`src/rtl/txfr_pkg.sv`:
```
package txfr_pkg;
  typedef enum logic [2:0] {
    PH_IDLE = 3'd0,
    PH_DATA = 3'd1,
    PH_CRC1 = 3'd2,
    PH_CRC2 = 3'd3,
    PH_FLAG = 3'd4
  } txfr_phase_e;
endpackage

```
`src/rtl/txfr_serializer.sv`:
```
module txfr_serializer
  import txfr_pkg::*;
#(
  parameter int W = 8,
  parameter logic [W-1:0] FLAG_PAT = W'('h7E)
) (
  input  logic         clk,
  input  logic         rst_n,
  input  logic         wr_i,
  input  logic [W-1:0] data_i,
  input  logic         eom_i,
  output logic         buf_empty_o,
  output logic         empty_evt_o,
  output logic         crc_evt_o,
  output txfr_phase_e  phase_o,
  output logic         txd_o
);
  localparam int CW = (W > 1) ? $clog2(W) : 1;
  localparam logic [CW-1:0] LAST = CW'(W - 1);

  logic          full_q, full_d;
  logic [W-1:0]  buf_q, buf_d;
  logic [W-1:0]  sreg_q, sreg_d;
  logic [CW-1:0] bcnt_q, bcnt_d;
  txfr_phase_e   phase_q, phase_d;
  logic          slot_end, load, crc_go;

  assign slot_end = (bcnt_q == LAST);

  always_comb begin
    bcnt_d  = slot_end ? '0 : bcnt_q + CW'(1);
    sreg_d  = sreg_q >> 1;
    phase_d = phase_q;
    load    = 1'b0;
    crc_go  = 1'b0;
    if (slot_end) begin
      if (phase_q == PH_CRC1) begin
        phase_d = PH_CRC2;
        sreg_d  = '0;
      end else if (phase_q == PH_CRC2) begin
        phase_d = PH_FLAG;
        sreg_d  = FLAG_PAT;
      end else if (full_q) begin
        load    = 1'b1;
        phase_d = PH_DATA;
        sreg_d  = buf_q;
      end else if (phase_q == PH_DATA && eom_i) begin
        crc_go  = 1'b1;
        phase_d = PH_CRC1;
        sreg_d  = '0;
      end else begin
        phase_d = PH_IDLE;
        sreg_d  = FLAG_PAT;
      end
    end
  end

  always_comb begin
    full_d = full_q;
    buf_d  = buf_q;
    if (wr_i) begin
      full_d = 1'b1;
      buf_d  = data_i;
    end else if (load) begin
      full_d = 1'b0;
    end
  end

  always_ff @(posedge clk or negedge rst_n) begin
    if (!rst_n) begin
      full_q  <= 1'b0;
      buf_q   <= '0;
      sreg_q  <= FLAG_PAT;
      bcnt_q  <= '0;
      phase_q <= PH_IDLE;
    end else begin
      full_q  <= full_d;
      bcnt_q  <= bcnt_d;
      sreg_q  <= sreg_d;
      phase_q <= phase_d;
      if (wr_i) buf_q <= buf_d;
    end
  end

  assign buf_empty_o = ~full_q;
  assign empty_evt_o = load & ~wr_i;
  assign crc_evt_o   = crc_go;
  assign phase_o     = phase_q;
  assign txd_o       = sreg_q[0];
endmodule

```
`src/rtl/txfr_evt_counter.sv`:
```
module txfr_evt_counter #(
  parameter int MAX_EVT = 2
) (
  input  logic clk,
  input  logic rst_n,
  input  logic evt_i,
  input  logic clr_i,
  output logic pend_o
);
  localparam int NW = $clog2(MAX_EVT + 1);
  localparam logic [NW-1:0] TOP = NW'(MAX_EVT);

  logic [NW-1:0] cnt_q, cnt_d;
  logic          dec, inc;

  always_comb begin
    dec   = clr_i && (cnt_q != '0);
    inc   = evt_i && ((cnt_q != TOP) || dec);
    cnt_d = cnt_q;
    if (inc && !dec)      cnt_d = cnt_q + NW'(1);
    else if (dec && !inc) cnt_d = cnt_q - NW'(1);
  end

  always_ff @(posedge clk or negedge rst_n) begin
    if (!rst_n) cnt_q <= '0;
    else if (inc != dec) cnt_q <= cnt_d;
  end

  assign pend_o = (cnt_q != '0);
endmodule

```
`src/rtl/txe_irq_latch.sv`:
```
module txe_irq_latch
  import txfr_pkg::*;
#(
  parameter int W       = 8,
  parameter int MAX_EVT = 2
) (
  input  logic         clk,
  input  logic         rst_n,
  input  logic         wr_buf_i,
  input  logic [W-1:0] wr_data_i,
  input  logic         eom_i,
  input  logic         clr_tbe_i,
  input  logic         irq_en_i,
  output logic         buf_empty_o,
  output logic         ip_o,
  output logic         irq_o,
  output logic [2:0]   phase_o,
  output logic         txd_o
);
  logic        empty_evt, crc_evt, any_evt;
  txfr_phase_e phase;

  txfr_serializer #(.W(W)) u_ser (
    .clk         (clk),
    .rst_n       (rst_n),
    .wr_i        (wr_buf_i),
    .data_i      (wr_data_i),
    .eom_i       (eom_i),
    .buf_empty_o (buf_empty_o),
    .empty_evt_o (empty_evt),
    .crc_evt_o   (crc_evt),
    .phase_o     (phase),
    .txd_o       (txd_o)
  );

  assign any_evt = empty_evt | crc_evt;

  txfr_evt_counter #(.MAX_EVT(MAX_EVT)) u_cnt (
    .clk    (clk),
    .rst_n  (rst_n),
    .evt_i  (any_evt),
    .clr_i  (clr_tbe_i),
    .pend_o (ip_o)
  );

  assign irq_o   = ip_o & irq_en_i;
  assign phase_o = phase;
endmodule

```
`config.mk`:
```
export PLATFORM = sky130hd
export DESIGN_NAME = txe_irq_latch
export DESIGN_NICKNAME = d
export VERILOG_FILES = /design/src/rtl/txfr_pkg.sv /design/src/rtl/txfr_serializer.sv /design/src/rtl/txfr_evt_counter.sv /design/src/rtl/txe_irq_latch.sv
export SDC_FILE = /design/constraint.sdc
export NUM_CORES = 1
export LEC_CHECK = 0
export BUFFER_PORTS_ARGS = -buffer_cell sky130_fd_sc_hd__buf_2
export CELL_PAD_IN_SITES_DETAIL_PLACEMENT = 1
export CELL_PAD_IN_SITES_GLOBAL_PLACEMENT = 1
export CORE_ASPECT_RATIO = 0.6
export CORE_UTILIZATION = 35
export CTS_CLUSTER_DIAMETER = 120
export DETAILED_ROUTE_END_ITERATION = 7
export HOLD_SLACK_MARGIN = 0.15
export PLACE_DENSITY = 0.77
export SLEW_MARGIN = 40
export SYNTH_ARGS = -nofsm -noshare
export SYNTH_HDL_FRONTEND = slang
export SYNTH_HIERARCHICAL = 1
export SYNTH_SLANG_ARGS = --single-unit
```
`constraint.sdc`:
```
create_clock -name clk -period 4.3 [get_ports clk]
set_input_delay 0.86 -clock clk [delete_from_list [all_inputs] [get_ports clk]]
set_output_delay 0.86 -clock clk [all_outputs]
set_load 0.03 [all_outputs]
```
==> metrics.md, run 1 <==
| Metric | Value |
|---|---|
| Number of antenna violations at the first check in global routing | 0 |
| GRT Residual Overflow | 0 |
| Net switching component of the power | 0.000152 W |
| Global-route usage over all layers | 0.163 |
| Start point of the worst hold path | u_ser/bcnt_q[0]$_DFF_PN0_ |
| Startpoint type of the worst setup path | flip-flop |
| Critical Path Fanout Max | 17 |
| Clock root buffer master | sky130_fd_sc_hd__clkbuf_8 |
| Highest attainable clock frequency | 0.425 GHz |
| Utilization after layout | 0.443 |
| Via-to-Cell Ratio | 4.98 |
| Latest clock arrival within the worst-skew pair | 0.27 ns |
| RSZ-0062 raised after global routing | false |
| Required time of the critical path | 4.45 ns |
| Via count | 787 |
| Number of enable-type register cells in the synthesized netlist | 0 |
| Worst reg2reg startpoint | u_ser/bcnt_q[0]$_DFF_PN0_ |
| Portion of synthesized cell area occupied by the leading cell type | 0.418 |
| Switching share of power | 0.289 |
| Count of pins on the block boundary | 21 |
| Power density cells | 397 nW/µm² |
| Result of the run | finished clean |
| Final setup skew | 0.00566 ns |
| VDD IR max | 0.155 mV |
| Total of fill cells in the finished design | 336 |
| Most frequent standard cell in the layout excluding fill and tap cells | sky130_fd_sc_hd__buf_2 |
| Share of synthesized area occupied by flip-flops and latches | 0.556 |
| Number of violations of the max-capacitance limit | 0 |
| Transition time of the tightest slew-check pin | 0.557 ns |
| Layout area overhead | 16.2% |
| RR Endpoint | u_cnt/cnt_q[1]$_DFFE_PN0P_ |
| Data arrival time at the worst-slack endpoint | 2.51 ns |
| Half-perimeter wire length of the detailed placement result | 1.72 mm |
| Distinct cell type count of the synthesized netlist | 29 |
| CTS tree | done |
| Final count of hold timing violations | 0 |
| Post-CTS setup buffer count | 0 |
| Ant diodes | 0 |
| DR pass1 iterations | 4 |
| Pre-CTS setup slack | 1.97 ns |
| Fraction of the cycle the final worst path needs | 0.547 |
| Cells after synthesis | 95 |
| Flop pwr share | 0.541 |
| Async set-or-reset flop fraction in the synthesized netlist | 1.00 |
| Minimum setup slack among reg-to-reg paths | 1.95 ns |
| Die area | 3490 µm² |
| Clock network fraction of design power | 0.270 |
| Area leader, netlist | sky130_fd_sc_hd__dfrtp_1 |
| Total setup violations reported at the end of the flow | 0 |
| Flop and latch count out of synthesis | 25 |
| Number of global-route vias before repair | 839 |
| Total negative setup slack | 0 ns |
| Net count of the finished layout | 134 |
| Cell depth of the worst min-delay path | 1 |
| Clock transition at the register clock pins on the worst setup and hold paths after CTS | 0.09 ns |
| Final worst path period need | 2.35 ns |
| Syn avg cell area | 12.0 µm² |
| Maximum level of the CTS H-tree | 1 |
| Cell Rows | 15 |
| Proportion of power drawn by combinational gates | 0.189 |
| Core ar. | 2980 µm² |
| Ratio of cells with drive above 1 in the final layout | 0.371 |
| Maximum number of pins on one net before global-route repair | 26 |
| Ys Warns | 6 |
| Global-route wire length before repair | 3.98 mm |
| DRC violation count after routing | 0 |
| Type of destination of the critical path | flip-flop |
| Die Wd | 75.6 µm |
| Int Power | 0.000374 W |
| CTS-repair resized insts | 0 |
| Average wire per cell in the routed design | 15.3 µm |
| Sink of the worst hold path | u_ser/bcnt_q[0]$_DFF_PN0_ |
| Cell leakage power | 0.599 nW |
| Number of nets still failing antenna checks after routing | 0 |
| Post-CTS Hold Buffers | 0 |
| Worst-case headroom to the max-slew limit | 0.629 |
| Pins Over Slew Limit | 0 |
| Class of the tightest hold or removal check | reg2reg |
| Vert. Die Dim | 46.2 µm |
| Number of DRC violations after detailed-routing iteration 0 | 55 |
| Synthesized cell area | 1140 µm² |
| Register-to-Register Path Depth | 9 |
| Predominant post-synthesis flop cell | sky130_fd_sc_hd__dfrtp_1 |
| Final weighted congestion of routability-driven global placement | 0.708 |
| Most used cells in the layout excluding fill and tap cells | sky130_fd_sc_hd__buf_2 (20), sky130_fd_sc_hd__dfrtp_1 (19), sky130_fd_sc_hd__nor2_1 (8), sky130_fd_sc_hd__a21boi_0 (7), sky130_fd_sc_hd__mux2_2 (7) |
| Category of the critical setup timing path | reg2reg |
| Port buffer count | 20 |
| Post-synth net total | 112 |
| Most area-consuming cells after synthesis | sky130_fd_sc_hd__dfrtp_1 (42%), sky130_fd_sc_hd__dfstp_2 (14%), sky130_fd_sc_hd__mux2_2 (6.9%) |
| Post-route setup slack | 1.95 ns |
| Cts bufs inserted | 3 |
| Bufs on Longest Clock Path | 2 |
| Initial core utilization | 0.382 |
| TritonCTS Sinks | 25 |
| Aggregate routed wire length | 2.41 mm |
-- per-stage QoR --
stage | total power [W] | area (µm²) | cells | hold slack (ns)
2_1_floorplan | 0.000354 | 1140 | 95 | 0.403
3_3_place_gp | 0.000382 | 1270 | 154 | 0.412
3_5_place_dp | 0.000389 | 1270 | 154 | 0.425
4_1_cts | 0.000535 | 1320 | 158 | 0.438
5_1_grt | 0.000553 | 1320 | 158 | 0.469
6_report | 0.000526 | 1320 | 158 | 0.435
-- how the worst max path moves through the flow --
| stage | startpoint | endpoint | slack [ns] | cells after the start |
|---|---|---|---|---|
| 3_3_place_gp | wr_buf_i | u_cnt/cnt_q[1]$_DFFE_PN0P_ | 2.13 | 7 |
| 5_1_grt | u_ser/bcnt_q[0]$_DFF_PN0_ | u_cnt/cnt_q[1]$_DFFE_PN0P_ | 1.71 | 10 |
| 4_1_cts | u_ser/bcnt_q[0]$_DFF_PN0_ | u_cnt/cnt_q[1]$_DFFE_PN0P_ | 1.93 | 9 |
| 6_report | u_ser/bcnt_q[0]$_DFF_PN0_ | u_cnt/cnt_q[1]$_DFFE_PN0P_ | 1.95 | 9 |
| 2_1_floorplan | u_ser/bcnt_q[0]$_DFF_PN0_ | u_cnt/cnt_q[1]$_DFFE_PN0P_ | 2.27 | 11 |
| 3_5_place_dp | u_ser/bcnt_q[0]$_DFF_PN0_ | u_cnt/cnt_q[1]$_DFFE_PN0P_ | 1.97 | 9 |
-- registers in the layout, indices dropped and copies added (netlist names) --
| register | count |
|---|---|
| u_ser/buf_q | 8 |
| u_ser/sreg_q | 8 |
| u_ser/bcnt_q | 3 |
| u_ser/phase_o | 3 |
| u_cnt/cnt_q | 2 |
| u_ser/full_q | 1 |
-- Yosys cell counts (2+ instances only) --
| master | number |
|---|---|
| sky130_fd_sc_hd__or2_1 | 4 |
| sky130_fd_sc_hd__mux2_2 | 7 |
| sky130_fd_sc_hd__a32oi_1 | 6 |
| sky130_fd_sc_hd__inv_1 | 4 |
| sky130_fd_sc_hd__nand2_1 | 5 |
| sky130_fd_sc_hd__xor2_1 | 2 |
| sky130_fd_sc_hd__nand2b_1 | 6 |
| sky130_fd_sc_hd__dfrtp_1 | 19 |
| sky130_fd_sc_hd__dfstp_2 | 6 |
| sky130_fd_sc_hd__ha_1 | 3 |
| sky130_fd_sc_hd__nor2_1 | 8 |
| sky130_fd_sc_hd__a21boi_0 | 7 |
| sky130_fd_sc_hd__buf_2 | 2 |
-- layout make-up --
type,count,area [µm²],share of cell area
clock buffer,3,41.3,0.0312
sequential,25,633,0.479
tap,42,52.6,0.0397
multi-input combinational,63,473,0.358
inverter,4,15.0,0.0114
clock inverter,1,7.51,0.00568
timing repair buffer,20,100,0.0757
-- routing by layer --
layer	track usage	routed length, µm	vias to the layer above
li1	-	-	376
met1	0.205	1150	391
met2	0.275	1110	18
met3	0.0525	125	2
met4	0.0444	21	0
met5	0	0	-
-- power groups by stage --
stage	logic [W]	clock network, W	registers (W)
final	0.0000993	0.000142	0.000285
after global routing	0.000109	0.000156	0.000288
after CTS	0.000101	0.000149	0.000285
after detailed placement	0.000100	0	0.000289
after global placement	0.0000951	0	0.000287
after floorplan	0.0000690	0	0.000285
-- worst max-delay path: stages (launching register included) --
cell and delay [ns]:
sky130_fd_sc_hd__dfrtp_1 0.36, sky130_fd_sc_hd__ha_1 0.15, sky130_fd_sc_hd__ha_1 0.48, sky130_fd_sc_hd__and4_4 0.33
sky130_fd_sc_hd__or2_1 0.10, sky130_fd_sc_hd__a21boi_0 0.22, sky130_fd_sc_hd__ha_1 0.23, sky130_fd_sc_hd__xor2_1 0.16
sky130_fd_sc_hd__nor2_1 0.07, sky130_fd_sc_hd__xor2_1 0.14
-- cell families (layout without fill, tap and decap cells) --
group	Yosys count	in the layout	synth area share
AND/OR/NAND/NOR	29	29	0.147
flip-flops	25	25	0.556
AO/OA/AOI/OAI	21	21	0.143
multiplexers	7	7	0.0692
buffers and inverters	7	28	0.0286
adder cells (fa/ha/maj)	3	3	0.0330
XOR/XNOR	3	3	0.0231
Note: power is estimated with default switching activity, not from simulation.
==> run 2: changes to the inputs <==
Clock period 4.3 ns to 2.4 ns, I/O delays scaled along.
==> run 2 against run 1 <==
Via count grew 2.7%. Non-clock buffer count increased by 1. Largest cell class unchanged. Critical path type unchanged. Wire length is 1.0% lower. Critical endpoint unchanged. First-iteration DRC count decreased by 1.8%. Final area is 0.57% higher. Global-route usage down 0.27 points.
==> metrics.md, run 2 (same netlist as run 1, synthesis figures left out) <==
| Metric | Value |
|---|---|
| Result of the run | finished clean |
| Final worst path period need | 2.11 ns |
| Maximum number of pins on one net before global-route repair | 26 |
| Largest registers in the final layout | u_ser/buf_q x8, u_ser/sreg_q x8 |
| Total of fill cells in the finished design | 331 |
| Layout area overhead | 16.8% |
| Number of DRC violations after detailed-routing iteration 0 | 54 |
| GRT Residual Overflow | 0 |
| Worst-case headroom to the max-slew limit | 0.632 |
| Net count of the finished layout | 135 |
| Utilization after layout | 0.446 |
| Total negative setup slack | 0 ns |
| Highest attainable clock frequency | 0.475 GHz |
| Placed instance count | 155 |
| Worst reg2reg startpoint | u_ser/bcnt_q[0]$_DFF_PN0_ |
| Post-route cell area | 1330 µm² |
| Die area | 3490 µm² |
| Average wire per cell in the routed design | 15.0 µm |
| Data arrival time at the worst-slack endpoint | 2.29 ns |
| Initial core utilization | 0.382 |
| Fraction of the cycle the final worst path needs | 0.878 |
| TritonCTS Sinks | 25 |
| Aggregate routed wire length | 2.39 mm |
| Final setup skew | 0.00204 ns |
| Worst path bufs/invs | 0 |
| DRC violation count after routing | 0 |
| Port buffer count | 20 |
| Post-CTS setup buffer count | 0 |
| Largest stage delay, worst path | 0.39 ns |
| RR Endpoint | u_cnt/cnt_q[1]$_DFFE_PN0P_ |
| RSZ-0062 raised after global routing | false |
| Via-to-Cell Ratio | 5.08 |
| Cell leakage power | 0.605 nW |
| Bufs on Longest Clock Path | 2 |
| Latest clock arrival within the worst-skew pair | 0.26 ns |
| Ant diodes | 0 |
| Die Wd | 75.6 µm |
| Minimum setup slack among reg-to-reg paths | 0.29 ns |
| Global-route usage over all layers | 0.161 |
| Number of violations of the max-capacitance limit | 0 |
| Pins Over Slew Limit | 0 |
| Final weighted congestion of routability-driven global placement | 0.746 |
| Number of nets still failing antenna checks after routing | 0 |
| Kind of cell with the highest combined delay on the critical path | adder cells |
| Cell type of the slowest stage on the worst timing path | sky130_fd_sc_hd__dfrtp_1 |
| Category of the critical setup timing path | reg2reg |
| Required time of the critical path | 2.59 ns |
| Startpoint type of the worst setup path | flip-flop |
| Maximum level of the CTS H-tree | 1 |
| CTS tree | done |
| Clock root buffer master | sky130_fd_sc_hd__clkbuf_8 |
| Half-perimeter wire length of the detailed placement result | 1.82 mm |
| Transition time of the tightest slew-check pin | 0.553 ns |
| Vert. Die Dim | 46.2 µm |
| Ratio of cells with drive above 1 in the final layout | 0.385 |
| VDD IR max | 0.302 mV |
| Cts bufs inserted | 3 |
| Post-CTS Hold Buffers | 0 |
| Clock transition at the register clock pins on the worst setup and hold paths after CTS | 0.09 ns |
| CTS-repair resized insts | 0 |
| Core ar. | 2980 µm² |
| Ordered list of cells on the worst path | ha_1 -> ha_2 -> and4_4 -> or2_1 -> a21boi_0 -> ha_1 -> xor2_1 -> nor2_1 -> xor2_1 |
| Cell Rows | 15 |
| Type of destination of the critical path | flip-flop |
| Global-route wire length before repair | 3.95 mm |
| DR pass1 iterations | 4 |
| Critical Path Fanout Max | 12 |
| Class of the tightest hold or removal check | in2async |
| Total setup violations reported at the end of the flow | 0 |
| Most used cells in the layout excluding fill and tap cells | sky130_fd_sc_hd__buf_2 (20), sky130_fd_sc_hd__dfrtp_1 (19), sky130_fd_sc_hd__nor2_1 (8), sky130_fd_sc_hd__a21boi_0 (7), sky130_fd_sc_hd__mux2_2 (7) |
| Count of pins on the block boundary | 21 |
| Via count | 808 |
| Post-route setup slack | 0.294 ns |
| Number of global-route vias before repair | 801 |
| Post-route insts no fill | 159 |
| Placed standard-cell area | 1280 µm² |
| Most frequent standard cell in the layout excluding fill and tap cells | sky130_fd_sc_hd__buf_2 |
| Number of antenna violations at the first check in global routing | 0 |
| Final count of hold timing violations | 0 |
| Register-to-Register Path Depth | 9 |
| Power density cells | 704 nW/µm² |
| Pre-CTS setup slack | 0.224 ns |
==> run 2: cell count changes in the layout (fill, tap and decap cells not counted) <==
cell | previous run | this run
sky130_fd_sc_hd__buf_4 | 0 | 1
sky130_fd_sc_hd__clkinv_2 | 0 | 1
sky130_fd_sc_hd__clkinvlp_4 | 1 | 0
sky130_fd_sc_hd__ha_1 | 3 | 2
sky130_fd_sc_hd__ha_2 | 0 | 1
==> run 2: where the power goes <==
part	leakage, nW	switching, W	total (W)	internal, W
logic	0.290	0.000102	0.000177	0.0000751
registers	0.290	0.0000347	0.000511	0.000477
clock network	0.0255	0.000132	0.000248	0.000116
==> run 2: metrics by stage <==
| step | hold slack (ns) | power (W) |
|---|---|---|
| 2_1_floorplan | 0.184 | 0.000634 |
| 3_3_place_gp | 0.413 | 0.000683 |
| 3_5_place_dp | 0.420 | 0.000698 |
| 4_1_cts | 0.214 | 0.000950 |
| 5_1_grt | 0.241 | 0.000990 |
| 6_report | 0.192 | 0.000937 |
==> run 2: worst max path at each step <==
stage                              start                    endpoint  slack, ns  depth (start not counted)
6_report       u_ser/bcnt_q[0]$_DFF_PN0_  u_cnt/cnt_q[1]$_DFFE_PN0P_       0.29                          9
3_5_place_dp   u_ser/bcnt_q[0]$_DFF_PN0_  u_cnt/cnt_q[1]$_DFFE_PN0P_       0.22                          9
2_1_floorplan  u_ser/bcnt_q[0]$_DFF_PN0_  u_cnt/cnt_q[1]$_DFFE_PN0P_       0.37                         11
3_3_place_gp   u_ser/bcnt_q[0]$_DFF_PN0_  u_cnt/cnt_q[1]$_DFFE_PN0P_       0.35                          9
4_1_cts        u_ser/bcnt_q[0]$_DFF_PN0_  u_cnt/cnt_q[1]$_DFFE_PN0P_       0.17                          9
5_1_grt        u_ser/bcnt_q[0]$_DFF_PN0_  u_cnt/cnt_q[1]$_DFFE_PN0P_       0.03                          9
==> run 2: final cells by class <==
class	count	area, µm²	share of cell area
flip-flops and latches	25	633	0.476
multi-input cells	63	475	0.357
well taps	42	52.6	0.0395
repair buffers	21	108	0.0809
clock buffers	3	41.3	0.0310
clock inverters	1	5.00	0.00376
inverters	4	15.0	0.0113
==> run 2: layer usage <==
layer | vias up | wire, µm | global-route usage
li1 | 376 | - | -
met1 | 413 | 1250 | 0.239
met2 | 17 | 1040 | 0.236
met3 | 2 | 85 | 0.0460
met4 | 0 | 8 | 0.0222
met5 | - | 0 | 0
==> run 3: changes to the inputs <==
Settings changed: CORE_UTILIZATION 35 to 42, PLACE_DENSITY 0.77 to 0.88.
==> run 3 against run 2 <==
Combinational power is essentially flat. Cell count fell by 6.3%. Clock skew about the same. Register-to-register slack got worse by 0.04 ns. Wire length rose by 5.9%. Power rose by 0.47%. Largest power group unchanged. Clock power hardly changed.
==> metrics.md, run 3 (same netlist as run 1, synthesis figures left out) <==
| Metric | Value |
|---|---|
| Aggregate routed wire length | 2.53 mm |
| Minimum setup slack among reg-to-reg paths | 0.25 ns |
| TritonCTS Sinks | 25 |
| Vert. Die Dim | 42.3 µm |
| Result of the run | finished clean |
| Layout area overhead | 15.5% |
| Worst-case headroom to the max-slew limit | 0.632 |
| Data arrival time at the worst-slack endpoint | 2.34 ns |
| Count of pins on the block boundary | 21 |
| Overall power | 0.000941 W |
| Required time of the critical path | 2.59 ns |
| Worst path bufs/invs | 0 |
| Final worst path period need | 2.15 ns |
| CTS tree | done |
| Category of the critical setup timing path | reg2reg |
| Highest attainable clock frequency | 0.465 GHz |
| Number of violations of the max-capacitance limit | 0 |
| Number of nets still failing antenna checks after routing | 0 |
| Storage cell area | 633 µm² |
| Post-CTS setup buffer count | 0 |
| Transition time of the tightest slew-check pin | 0.552 ns |
| Kind of cell with the highest combined delay on the critical path | adder cells |
| Number of global-route vias before repair | 831 |
| Initial core utilization | 0.448 |
| Largest stage delay, worst path | 0.39 ns |
| Area occupied by multi-input gates | 473 µm² |
| Via count | 796 |
| Ordered list of cells on the worst path | ha_1 -> ha_1 -> and4_4 -> or2_1 -> a21boi_0 -> ha_1 -> xor2_1 -> nor2_1 -> xor2_1 |
| Cell type of the slowest stage on the worst timing path | sky130_fd_sc_hd__dfrtp_1 |
| RSZ-0062 raised after global routing | false |
| Die Wd | 69.2 µm |
| Most frequent cell on the critical path | sky130_fd_sc_hd__ha_1 |
| Core ar. | 2540 µm² |
| Total of fill cells in the finished design | 274 |
| Type of destination of the critical path | flip-flop |
| Clock root buffer master | sky130_fd_sc_hd__clkbuf_8 |
| Cell Rows | 14 |
| Via-to-Cell Ratio | 5.34 |
| Fraction of the cycle the final worst path needs | 0.895 |
| Largest registers in the final layout | u_ser/buf_q x8, u_ser/sreg_q x8 |
| Cts bufs inserted | 3 |
| Pins Over Slew Limit | 0 |
| Register-to-Register Path Depth | 9 |
| Min Hold Slack | 0.191 ns |
| Most used cells in the layout excluding fill and tap cells | sky130_fd_sc_hd__buf_2 (20), sky130_fd_sc_hd__dfrtp_1 (19), sky130_fd_sc_hd__nor2_1 (8), sky130_fd_sc_hd__a21boi_0 (7), sky130_fd_sc_hd__mux2_2 (7) |
| Half-perimeter wire length of the detailed placement result | 1.83 mm |
| Latest clock arrival within the worst-skew pair | 0.27 ns |
| Port buffer count | 20 |
| RR Endpoint | u_cnt/cnt_q[1]$_DFFE_PN0P_ |
| Bufs on Longest Clock Path | 2 |
| Clock transition at the register clock pins on the worst setup and hold paths after CTS | 0.09 ns |
| Startpoint type of the worst setup path | flip-flop |
| Ratio of cells with drive above 1 in the final layout | 0.376 |
| Final count of hold timing violations | 0 |
| Number of DRC violations after detailed-routing iteration 0 | 51 |
| Final weighted congestion of routability-driven global placement | 0.729 |
| Total number of cells along the worst setup path | 9 |
| Die area | 2930 µm² |
| Number of antenna violations at the first check in global routing | 0 |
| Class of the tightest hold or removal check | in2async |
| Post-CTS Hold Buffers | 0 |
| Total setup violations reported at the end of the flow | 0 |
| Maximum number of pins on one net before global-route repair | 26 |
| Global-route usage over all layers | 0.195 |
| Cell leakage power | 0.609 nW |
| Final setup skew | 0.00230 ns |
| Post-route insts no fill | 149 |
| Worst reg2reg startpoint | u_ser/bcnt_q[0]$_DFF_PN0_ |
| Global-route wire length before repair | 4.20 mm |
| Power density cells | 716 nW/µm² |
| Utilization after layout | 0.518 |
| Total negative setup slack | 0 ns |
| Most frequent standard cell in the layout excluding fill and tap cells | sky130_fd_sc_hd__buf_2 |
| DR pass1 iterations | 3 |
| Net count of the finished layout | 135 |
| Average wire per cell in the routed design | 17.0 µm |
| Ant diodes | 0 |
| DRC violation count after routing | 0 |
| Maximum level of the CTS H-tree | 1 |
| Placed instance count | 145 |
| VDD IR max | 0.305 mV |
| GRT Residual Overflow | 0 |
| Critical Path Fanout Max | 10 |
| CTS-repair resized insts | 0 |
run 3: metrics by stage:
step	worst slack, ns	instance area [µm²]
finish	0.251	1320
global route	0.0511	1320
CTS	0.238	1320
detailed placement	0.267	1270
global placement	0.395	1270
floorplan	0.367	1140
run 3: power by group:
| group | switching [W] | internal, W |
|---|---|---|
| Combinational | 0.000105 | 0.0000752 |
| Clock | 0.000133 | 0.000116 |
| Sequential | 0.0000354 | 0.000477 |
| Total | 0.000273 | 0.000668 |
run 3: worst reg2reg max path: stages (launching register included):
cell,delay [ns]
sky130_fd_sc_hd__dfrtp_1,0.39
sky130_fd_sc_hd__ha_1,0.20
sky130_fd_sc_hd__ha_1,0.27
sky130_fd_sc_hd__and4_4,0.21
sky130_fd_sc_hd__or2_1,0.23
sky130_fd_sc_hd__a21boi_0,0.13
sky130_fd_sc_hd__ha_1,0.20
sky130_fd_sc_hd__xor2_1,0.14
sky130_fd_sc_hd__nor2_1,0.13
sky130_fd_sc_hd__xor2_1,0.17
run 3: cell type report:
type / count / area share
Tap cell: 32 / 0.0304
Timing Repair Buffer: 21 / 0.0818
Clock inverter: 1 / 0.00381
Clock buffer: 3 / 0.0314
Multi-Input combinational cell: 63 / 0.360
Inverter: 4 / 0.0114
Sequential cell: 25 / 0.481
run 3: worst max-delay path by stage:
stage	startpoint	endpoint
2_1_floorplan	u_ser/bcnt_q[0]$_DFF_PN0_	u_cnt/cnt_q[1]$_DFFE_PN0P_
4_1_cts	u_ser/bcnt_q[0]$_DFF_PN0_	u_cnt/cnt_q[1]$_DFFE_PN0P_
3_5_place_dp	u_ser/bcnt_q[0]$_DFF_PN0_	u_cnt/cnt_q[1]$_DFFE_PN0P_
3_3_place_gp	u_ser/bcnt_q[0]$_DFF_PN0_	u_cnt/cnt_q[1]$_DFFE_PN0P_
5_1_grt	u_ser/bcnt_q[0]$_DFF_PN0_	u_cnt/cnt_q[1]$_DFFE_PN0P_
6_report	u_ser/bcnt_q[0]$_DFF_PN0_	u_cnt/cnt_q[1]$_DFFE_PN0P_
run 3: metal layers:
| layer | global-route usage | share of wire | vias to the layer above |
|---|---|---|---|
| li1 | - | - | 377 |
| met1 | 0.266 | 0.49 | 402 |
| met2 | 0.311 | 0.47 | 15 |
| met3 | 0.0601 | 0.034 | 2 |
| met4 | 0.0367 | 0.0055 | 0 |
| met5 | 0 | 0 | - |
